**src/rtl/fuse_pkg.sv**
```systemverilog
package fuse_pkg;
  localparam int         CMD_BITS = 32;
  localparam int         SIG_BITS = 16;
  localparam logic [7:0] RD_OP    = 8'h03;

  typedef enum logic [1:0] {ST_IDLE, ST_XFER, ST_LATCH, ST_DONE} seq_st_e;
endpackage

```
**src/rtl/spi_read_seq.sv**
```systemverilog
module spi_read_seq #(
  parameter int          IMG_BITS   = 80,
  parameter logic [23:0] START_ADDR = 24'h000100
) (
  input  logic                clk,
  input  logic                rst_n,
  output logic                sck,
  output logic                cs_n,
  output logic                mosi,
  input  logic                miso,
  output logic [IMG_BITS-1:0] img,
  output logic                img_vld
);
  import fuse_pkg::*;

  localparam int TOTAL = CMD_BITS + IMG_BITS;
  localparam int CW    = $clog2(TOTAL + 1);
  localparam logic [CW-1:0] CMD_END = CW'(CMD_BITS);
  localparam logic [CW-1:0] LAST    = CW'(TOTAL - 1);

  seq_st_e              st;
  logic [CW-1:0]        bcnt;
  logic [CMD_BITS-1:0]  cmd_sr;
  logic [IMG_BITS-1:0]  sr;

  always_ff @(posedge clk or negedge rst_n) begin
    if (!rst_n) begin
      st     <= ST_IDLE;
      bcnt   <= '0;
      cmd_sr <= '0;
      sr     <= '0;
      sck    <= 1'b0;
      cs_n   <= 1'b1;
    end else begin
      case (st)
        ST_IDLE: begin
          cs_n   <= 1'b0;
          cmd_sr <= {RD_OP, START_ADDR};
          bcnt   <= '0;
          st     <= ST_XFER;
        end
        ST_XFER: begin
          if (!sck) begin
            sck <= 1'b1;
          end else begin
            sck    <= 1'b0;
            cmd_sr <= {cmd_sr[CMD_BITS-2:0], 1'b0};
            if (bcnt >= CMD_END) sr <= {sr[IMG_BITS-2:0], miso};
            if (bcnt == LAST) st <= ST_LATCH;
            bcnt <= bcnt + 1'b1;
          end
        end
        ST_LATCH: begin
          cs_n <= 1'b1;
          st   <= ST_DONE;
        end
        default: ;
      endcase
    end
  end

  assign mosi    = cmd_sr[CMD_BITS-1];
  assign img     = sr;
  assign img_vld = (st == ST_LATCH);
endmodule

```
**src/rtl/fuse_hold.sv**
```systemverilog
module fuse_hold #(
  parameter int          IMG_BITS = 80,
  parameter int          N_SLICE  = 8,
  parameter int          N_CORE   = 8,
  parameter int          N_DREP   = 4,
  parameter int          N_TREP   = 2,
  parameter int          ROW_W    = 5,
  parameter int          COL_W    = 3,
  parameter logic [15:0] SIG      = 16'hA5C3
) (
  input  logic                      clk,
  input  logic                      rst_n,
  input  logic [IMG_BITS-1:0]       img,
  input  logic                      img_vld,
  output logic                      loaded,
  output logic                      sig_err,
  output logic [N_SLICE-1:0]        slice_dis,
  output logic [N_CORE-1:0]         core_dis,
  output logic [N_DREP-1:0]         drow_en,
  output logic [N_DREP*ROW_W-1:0]   drow_idx,
  output logic [N_DREP-1:0]         dcol_en,
  output logic [N_DREP*COL_W-1:0]   dcol_idx,
  output logic [N_TREP-1:0]         tcol_en,
  output logic [N_TREP*COL_W-1:0]   tcol_idx
);
  import fuse_pkg::*;

  localparam int DE    = 2 + ROW_W + COL_W;
  localparam int TE    = 1 + COL_W;
  localparam int RAW   = SIG_BITS + N_SLICE + N_CORE + N_DREP*DE + N_TREP*TE;
  localparam int PAD   = IMG_BITS - RAW;
  localparam int TBASE = PAD;
  localparam int DBASE = TBASE + N_TREP*TE;
  localparam int CBASE = DBASE + N_DREP*DE;
  localparam int SBASE = CBASE + N_CORE;
  localparam int GBASE = SBASE + N_SLICE;

  logic [N_DREP-1:0]       nx_rowen, nx_colen;
  logic [N_DREP*ROW_W-1:0] nx_rowidx;
  logic [N_DREP*COL_W-1:0] nx_colidx;
  logic [N_TREP-1:0]       nx_ten;
  logic [N_TREP*COL_W-1:0] nx_tidx;
  logic                    sig_ok;

  for (genvar d = 0; d < N_DREP; d++) begin : g_dent
    localparam int B = DBASE + (N_DREP-1-d)*DE;
    assign nx_rowen[d]                 = img[B+DE-1];
    assign nx_rowidx[d*ROW_W +: ROW_W] = img[B+COL_W+1 +: ROW_W];
    assign nx_colen[d]                 = img[B+COL_W];
    assign nx_colidx[d*COL_W +: COL_W] = img[B +: COL_W];
  end

  for (genvar t = 0; t < N_TREP; t++) begin : g_tent
    localparam int B = TBASE + (N_TREP-1-t)*TE;
    assign nx_ten[t]                 = img[B+COL_W];
    assign nx_tidx[t*COL_W +: COL_W] = img[B +: COL_W];
  end

  assign sig_ok = (img[GBASE +: SIG_BITS] == SIG);

  always_ff @(posedge clk or negedge rst_n) begin
    if (!rst_n) begin
      loaded    <= 1'b0;
      sig_err   <= 1'b0;
      slice_dis <= '0;
      core_dis  <= '0;
      drow_en   <= '0;
      drow_idx  <= '0;
      dcol_en   <= '0;
      dcol_idx  <= '0;
      tcol_en   <= '0;
      tcol_idx  <= '0;
    end else if (img_vld && !loaded) begin
      loaded  <= 1'b1;
      sig_err <= !sig_ok;
      if (sig_ok) begin
        slice_dis <= img[SBASE +: N_SLICE];
        core_dis  <= img[CBASE +: N_CORE];
        drow_en   <= nx_rowen;
        drow_idx  <= nx_rowidx;
        dcol_en   <= nx_colen;
        dcol_idx  <= nx_colidx;
        tcol_en   <= nx_ten;
        tcol_idx  <= nx_tidx;
      end
    end
  end
endmodule

```
**src/rtl/unit_pwr_ctl.sv**
```systemverilog
module unit_pwr_ctl #(
  parameter int N = 8
) (
  input  logic         clk,
  input  logic         rst_n,
  input  logic         armed,
  input  logic [N-1:0] dis,
  output logic [N-1:0] cg_req,
  output logic [N-1:0] so_req
);
  for (genvar i = 0; i < N; i++) begin : g_unit
    always_ff @(posedge clk or negedge rst_n) begin
      if (!rst_n) begin
        cg_req[i] <= 1'b0;
        so_req[i] <= 1'b0;
      end else begin
        cg_req[i] <= armed & dis[i];
        so_req[i] <= cg_req[i];
      end
    end
  end
endmodule

```
**src/rtl/repair_fuse_loader.sv**
```systemverilog
module repair_fuse_loader #(
  parameter int          N_SLICE    = 8,
  parameter int          N_CORE     = 8,
  parameter int          N_DREP     = 4,
  parameter int          N_TREP     = 2,
  parameter int          ROW_W      = 5,
  parameter int          COL_W      = 3,
  parameter logic [15:0] SIG        = 16'hA5C3,
  parameter logic [23:0] START_ADDR = 24'h000100
) (
  input  logic                    clk,
  input  logic                    rst_n,
  output logic                    spi_sck,
  output logic                    spi_cs_n,
  output logic                    spi_mosi,
  input  logic                    spi_miso,
  output logic                    load_done,
  output logic                    sig_err,
  output logic [N_DREP-1:0]       dat_row_en,
  output logic [N_DREP*ROW_W-1:0] dat_row_idx,
  output logic [N_DREP-1:0]       dat_col_en,
  output logic [N_DREP*COL_W-1:0] dat_col_idx,
  output logic [N_TREP-1:0]       tag_col_en,
  output logic [N_TREP*COL_W-1:0] tag_col_idx,
  output logic [N_SLICE-1:0]      slice_cg_req,
  output logic [N_SLICE-1:0]      slice_so_req,
  output logic [N_CORE-1:0]       core_cg_req,
  output logic [N_CORE-1:0]       core_so_req
);
  import fuse_pkg::*;

  localparam int RAW      = SIG_BITS + N_SLICE + N_CORE
                          + N_DREP*(2+ROW_W+COL_W) + N_TREP*(1+COL_W);
  localparam int IMG_BITS = ((RAW + 7) / 8) * 8;

  logic [IMG_BITS-1:0] img;
  logic                img_vld;
  logic [N_SLICE-1:0]  slice_dis;
  logic [N_CORE-1:0]   core_dis;

  spi_read_seq #(.IMG_BITS(IMG_BITS), .START_ADDR(START_ADDR)) u_seq (
    .clk(clk), .rst_n(rst_n), .sck(spi_sck), .cs_n(spi_cs_n),
    .mosi(spi_mosi), .miso(spi_miso), .img(img), .img_vld(img_vld)
  );

  fuse_hold #(
    .IMG_BITS(IMG_BITS), .N_SLICE(N_SLICE), .N_CORE(N_CORE), .N_DREP(N_DREP),
    .N_TREP(N_TREP), .ROW_W(ROW_W), .COL_W(COL_W), .SIG(SIG)
  ) u_hold (
    .clk(clk), .rst_n(rst_n), .img(img), .img_vld(img_vld),
    .loaded(load_done), .sig_err(sig_err),
    .slice_dis(slice_dis), .core_dis(core_dis),
    .drow_en(dat_row_en), .drow_idx(dat_row_idx),
    .dcol_en(dat_col_en), .dcol_idx(dat_col_idx),
    .tcol_en(tag_col_en), .tcol_idx(tag_col_idx)
  );

  unit_pwr_ctl #(.N(N_SLICE)) u_slice_pwr (
    .clk(clk), .rst_n(rst_n), .armed(load_done), .dis(slice_dis),
    .cg_req(slice_cg_req), .so_req(slice_so_req)
  );

  unit_pwr_ctl #(.N(N_CORE)) u_core_pwr (
    .clk(clk), .rst_n(rst_n), .armed(load_done), .dis(core_dis),
    .cg_req(core_cg_req), .so_req(core_so_req)
  );
endmodule

```
**config.mk**
```make
export PLATFORM = sky130hd
export DESIGN_NAME = repair_fuse_loader
export DESIGN_NICKNAME = d
export VERILOG_FILES = /design/src/rtl/fuse_pkg.sv /design/src/rtl/spi_read_seq.sv /design/src/rtl/fuse_hold.sv /design/src/rtl/unit_pwr_ctl.sv /design/src/rtl/repair_fuse_loader.sv
export SDC_FILE = /design/constraint.sdc
export NUM_CORES = 1
export LEC_CHECK = 0
export BUFFER_PORTS_ARGS = -buffer_cell sky130_fd_sc_hd__buf_2
export CELL_PAD_IN_SITES_DETAIL_PLACEMENT = 0
export CELL_PAD_IN_SITES_GLOBAL_PLACEMENT = 1
export CORE_UTILIZATION = 49
export DETAILED_ROUTE_END_ITERATION = 10
export PLACE_DENSITY = 0.77
export SETUP_SLACK_MARGIN = 0.1
export SLEW_MARGIN = 5
export SYNTH_ARGS = -nofsm -noshare
export SYNTH_HDL_FRONTEND = slang
export SYNTH_HIERARCHICAL = 1
export SYNTH_SLANG_ARGS = --single-unit
export TNS_END_PERCENT = 5
```
**constraint.sdc**
```tcl
create_clock -name clk -period 2.67 [get_ports clk]
set_input_delay 0.534 -clock clk [delete_from_list [all_inputs] [get_ports clk]]
set_output_delay 0.534 -clock clk [all_outputs]
set_load 0.02 [all_outputs]
```
## Yosys cells after proc, flatten, opt, wreduce, memory -nomap -nowiden

Cells that the tools add are included.

| word-level totals | value |
|---|---|
| register bits after elaboration | 221 |
| latch bits | 0 |
| bits in writable memories | 0 |
| bits in read-only memories | 0 |
| word-level logic and storage cells | 92 |
| memories kept | 0 |

| operators by class | value |
|---|---|
| add/subtract/negate cells | 1 |
| multiply operators | 0 |
| div/mod/pow operators | 0 |
| order comparisons | 1 |
| equal/unequal tests | 6 |
| shift operators | 0 |
| muxes and demuxes | 9 |
| bitwise operators | 16 |
| reduce and logical (&&, ||, !) cells | 11 |

Operators with widths:

| cell | count |
|---|---|
| 32-bit case mux with 2 select lines | 1 |
| 32-bit 2-to-1 mux | 1 |
| 1-bit AND | 16 |
| 16-bit == test (second input constant) | 1 |
| 7-bit case mux with 2 select lines | 1 |
| 7-bit by 1-bit adder with 7-bit output (second input constant) | 1 |
| 7-bit == test (second input constant) | 1 |
| 7-bit by 6-bit greater-or-equal comparator with 1-bit output (second input constant) | 1 |
| 7-bit 2-to-1 mux | 1 |
| 2-bit case mux with 3 select lines | 1 |
| 3-bit AND reduction | 2 |
| 2-bit 2-to-1 mux | 2 |
| 2-bit by 1-bit != test with 1-bit output (second input constant) | 2 |
| 2-bit AND reduction | 2 |
| 2-bit nonzero test | 2 |
| 3-bit nonzero test | 1 |
| 2-bit by 1-bit == test with 1-bit output (second input constant) | 1 |
| 2-bit == test (second input constant) | 1 |
| 1-bit logical NOT | 2 |
| 2-bit logical NOT | 1 |
| 1-bit case mux with 2 select lines | 1 |
| 1-bit logical AND | 1 |
| 1-bit 2-to-1 mux | 1 |

## Logic depth before layout (Yosys ltp)

| logic depth | value |
|---|---|
| depth in word-level cells | 4 |
| gate-level depth with buffers | 8 |

## Modules after synthesis

Netlist, hierarchy kept.

Modules (own cells, without submodules):

| module | times used | cells an instance | area an instance (µm²) | sequential area each (µm²) |
|---|---|---|---|---|
| spi_read_seq | 1 | 285 | 4464.3 | 2879.0 |
| fuse_hold | 1 | 147 | 2513.7 | 1651.6 |
| unit_pwr_ctl | 2 | 24 | 450.4 | 400.4 |

## Worst setup path after synthesis

Ideal clock, no wire load.

| path | value |
|---|---|
| path type | register to register |
| from | reg u_seq.sr[78], in the netlist u_seq/img[78] |
| to | reg u_hold.dcol_en[0] |
| library setup time | 127 ps |
| data arrival time | 1796 ps |
| setup slack | 747 ps |
| cell stages (with the launch flop) | 6 |
| cell sequence | dfrtp_1 > or4b_1 > nor4_2 > buf_4 > buf_6 > mux2_1 |

| between the ends | value |
|---|---|
| cells in the longest elaborated chain, start to end | 2 |

RTL lines:

| what | RTL line | text |
|---|---|---|
| start, declared | spi_read_seq.sv:24 | `logic [IMG_BITS-1:0] sr;` |
| start signal, assigned | spi_read_seq.sv:48 | `if (bcnt >= CMD_END) sr <= {sr[IMG_BITS-2:0], miso};` |
| 16-bit == test | fuse_hold.sv:59 | `assign sig_ok = (img[GBASE +: SIG_BITS] == SIG);` |
| 2-bit AND reduction (no line) | - |  |
| end signal, assigned | fuse_hold.sv:81 | `dcol_en <= nx_colen;` |
| end, declared | fuse_hold.sv:21 | `output logic [N_DREP-1:0] dcol_en,` |

Every way passes these cells.
A chain may end at the register's enable or synchronous reset.

## Final worst setup path

| path | value |
|---|---|
| from | reg u_seq.st[0] |
| to | reg u_hold.dcol_idx[1] |

| between the ends | value |
|---|---|
| cells in the longest elaborated chain, start to end | 3 |

RTL lines:

| what | RTL line | text |
|---|---|---|
| start, declared | spi_read_seq.sv:21 | `seq_st_e st;` |
| start signal, assigned | spi_read_seq.sv:28 | `st <= ST_IDLE;` |
| start signal, assigned | spi_read_seq.sv:40 | `st <= ST_XFER;` |
| start signal, assigned | spi_read_seq.sv:49 | `if (bcnt == LAST) st <= ST_LATCH;` |
| 2-bit == test | spi_read_seq.sv:64 | `assign img_vld = (st == ST_LATCH);` |
| net img_vld | repair_fuse_loader.sv:37 | `logic img_vld;` |
| 1-bit logical AND | fuse_hold.sv:73 | `end else if (img_vld && !loaded) begin` |
| 2-bit AND reduction (no line) | - |  |
| end signal, assigned | fuse_hold.sv:82 | `dcol_idx <= nx_colidx;` |
| end, declared | fuse_hold.sv:22 | `output logic [N_DREP*COL_W-1:0] dcol_idx,` |

The timed path passes the listed nets, and every way through them passes these cells.

==> metrics.cfg <==
[run_status]
status=complete, no violations

[clock_tree]
cts.sink_count=213
post-cts-setup-buffers=0
holdBufCountCts=0
ctsHtreeMaxLevel=1
cts_root_buf=clkbuf_16
cts_max_path_bufs=3
cts.clk_slew.worst_paths_ns=0.06
clkLatencyLatePin_ns=0.49
tritoncts_clock_tree=done
post_cts_resize_count=0
tritoncts.num_buffers=22

[critical_path]
worstSetupPathType=flip-flop to flip-flop
critPathMaxStageDelay_ns=0.41
reg2reg_from=u_seq/st[0]$_DFFE_PN0P_
timing.reg2reg.setup_slack_ns=0.53
r2r.worst_path.cells=7
path_delay_family=simple AND/OR/NAND/NOR gates
endpoint_kind=flip-flop
path_buf_inv=2
largest_fanout_on_the_critical_path=27
cpMaxStageDelayCell=dfrtp_1
start_kind=flip-flop
crit_chain=inv_1 -> ha_1 -> nor2b_1 -> nand2_1 -> nor4_4 -> buf_4 -> mux2_1
r2r_end=u_hold/dcol_idx[1]$_DFFE_PN0P_
arrival_ns=2.50
worst_ep_required_time_ns=3.03

[floorplan]
die_width_um=129
starting_utilization_of_the_core_area_pct=51.1
fp.dieH_um=129
fp.coreArea_mm2=0.0154
die_area_mm2=0.0166
core.rowCount=45
top_level_ports=88

[logic_synthesis]
ys_warn_count=6
postSynthAreaPerCell_um2=16.4
synth_compound_gate_area_share_pct=3.43
netlist_instances=480
post_synth_and_or_nand_nor_area_fraction_pct=3.70
muxShareOfSynthArea_pct=21.1
yosys_register_bits=213
post_synth_fa_ha_maj_area_fraction_pct=1.11
synth_top_flop_cell=dfrtp_1
synth_top_family_by_area=multiplexers
netlist-cell-type-count=37
ys_seq_area_share_pct=67.7
asyncSetResetFlopFracSynth_pct=100
synth-edff-count=0
syn-cell-area_mm2=0.00788
synth.net_count=490
post_synth_xor_area_fraction_pct=0.333

[timing]
minimum_period_implied_by_the_final_worst_setup_slack_ns=2.14
drv_slew=0
tightest_slew_ns=0.813
final.setup_skew_ns=0.0116
finalHoldWorstSlack_ns=0.0757
setup_repair_after_global_routing_missed_its_margin=no
min_period_over_period_pct=80.0
achievable_clock_frequency_ghz=0.468
slew_headroom_pct=45.6
final-hold-violation-count=0
fin_setup_tns_ns=0
finalSetupViolCount=0
fin_ws_ns=0.535

[global_routing]
number_of_global_route_vias_before_repair=4261
global_route_wire_length_before_repair_um=21900
grt_start_max_net_pins=82
grt_total_ovfl=0
antenna_violations_before_repair=0
groute.usage.overall_pct=16.5

[final_layout]
nFillCells=1233
non_filler_instance_count_after_layout=811
final_net_count=596
antennaDiodeCount=0
final_cell_area_excluding_filler_cells_mm2=0.00932
synthToLayoutAreaGrowth_pct=18.3
layout_common_cells=212 x dfrtp_1, 89 x mux2_2, 86 x buf_2
most_common_cell_after_layout_fill_and_taps_aside=dfrtp_1
layout_cells_sized_above_1_pct=38.2

[power]
ir_drop_mv=0.430
power_density_mw_per_mm2=678
cellLeakagePower_uw=0.00511

[place]
placed_cell_count=773
hpwl_um=8020
detailedPlace.worstSlack_ns=0.544
gpl.final_weighted_congestion=0.726
port_buffers=87
placed_cell_area_mm2=0.00859

[route]
vias_per_cell=5.08
wl_per_cell_um=15.7
routed-via-count=4123
initialDrtViolationCount=242
wirelength_um=12700
drtPass1Iterations=4
drtAntennaViolNets=0
count_of_unresolved_drc_violations_after_routing=0

[hold_path]
timing.hold.worst.class=primary input to async pin

[run]
timing.max_cap.violations=0

==> where the power goes <==
part	total [uW]	internal [uW]	switching, uW
Clock	3010	1840	1170
Combinational	76.9	14.3	62.6
Sequential	3230	3230	0.517
Total	6310	5080	1230
==> synthesized netlist by cell type, types with 3 or more instances <==
cell	n	area share [%]
nand3_1	3	0.19
mux2i_1	3	0.38
inv_1	6	0.29
clkbuf_1	4	0.19
nor2_1	6	0.29
mux2_1	56	8.0
and2_1	17	1.3
ha_1	7	1.1
mux2_2	89	13
nand2_1	9	0.43
a22o_1	22	2.4
a21o_1	3	0.29
dfrtp_1	212	67
buf_6	13	1.9
==> worst register-to-register path, stage by stage (launching register included) <==
cell,delay [ns]
dfrtp_1,0.41
inv_1,0.12
ha_1,0.19
nor2b_1,0.21
nand2_1,0.12
nor4_4,0.19
buf_4,0.39
mux2_1,0.38
==> worst max-delay path by stage <==
stage / startpoint / to / cells after the start
2_1_floorplan: u_seq/img[78]$_DFFE_PN0P_ / u_hold/dcol_en[0]$_DFFE_PN0P_ / 5
3_3_place_gp: u_seq/img[78]$_DFFE_PN0P_ / u_hold/drow_idx[8]$_DFFE_PN0P_ / 4
3_5_place_dp: u_seq/img[78]$_DFFE_PN0P_ / u_hold/dcol_idx[3]$_DFFE_PN0P_ / 4
4_1_cts: u_seq/st[0]$_DFFE_PN0P_ / u_hold/dcol_idx[1]$_DFFE_PN0P_ / 7
5_1_grt: u_seq/st[0]$_DFFE_PN0P_ / u_hold/dcol_idx[1]$_DFFE_PN0P_ / 7
6_report: u_seq/st[0]$_DFFE_PN0P_ / u_hold/dcol_idx[1]$_DFFE_PN0P_ / 7
==> through the flow <==
step           power, uW  utilization (%)
6_report            6310             60.4
5_1_grt             6550             60.4
4_1_cts             6400             60.4
3_5_place_dp        3370             55.7
3_3_place_gp        3370             55.7
2_1_floorplan       3290                -
==> metal layers <==
metal | track usage (%) | vias to the layer above | part of all wire (%)
li1 | - | 1903 | -
met1 | 24.0 | 2120 | 48
met2 | 25.5 | 80 | 46
met3 | 2.95 | 20 | 4.2
met4 | 5.12 | 0 | 1.9
met5 | 0 | - | 0
==> cells by family (layout without fill, tap and decap cells) <==
logic type | after synthesis | in the layout
adder cells (fa/ha/maj) | 7 | 7
flip-flops | 213 | 213
multiplexers | 148 | 148
AND/OR/NAND/NOR | 50 | 50
XOR/XNOR | 3 | 3
buffers and inverters | 27 | 147
AO/OA/AOI/OAI | 32 | 32
==> flip-flops by register name, indices dropped and copies added (netlist names), 2 cells and up <==
name / count
u_core_pwr/cg_req: 8
u_core_pwr/so_req: 8
u_hold/core_dis: 8
u_hold/dcol_en: 4
u_hold/dcol_idx: 12
u_hold/drow_en: 4
u_hold/drow_idx: 20
u_hold/slice_dis: 8
u_hold/tcol_en: 2
u_hold/tcol_idx: 6
u_seq/bcnt: 7
u_seq/cmd_sr: 24
u_seq/img: 80
u_seq/st: 2
u_slice_pwr/cg_req: 8
u_slice_pwr/so_req: 8
==> cell type report <==
class	instances	area (um2)	share of cell area, %
Sequential cell	213	5330	57.2
Multi-Input combinational cell	240	2350	25.2
Clock buffer	34	677	7.26
Timing Repair Buffer	103	627	6.73
Tap cell	211	264	2.83
Clock inverter	4	48.8	0.524
Inverter	6	22.5	0.242
No activity file was read; power rests on OpenSTA's default activity.
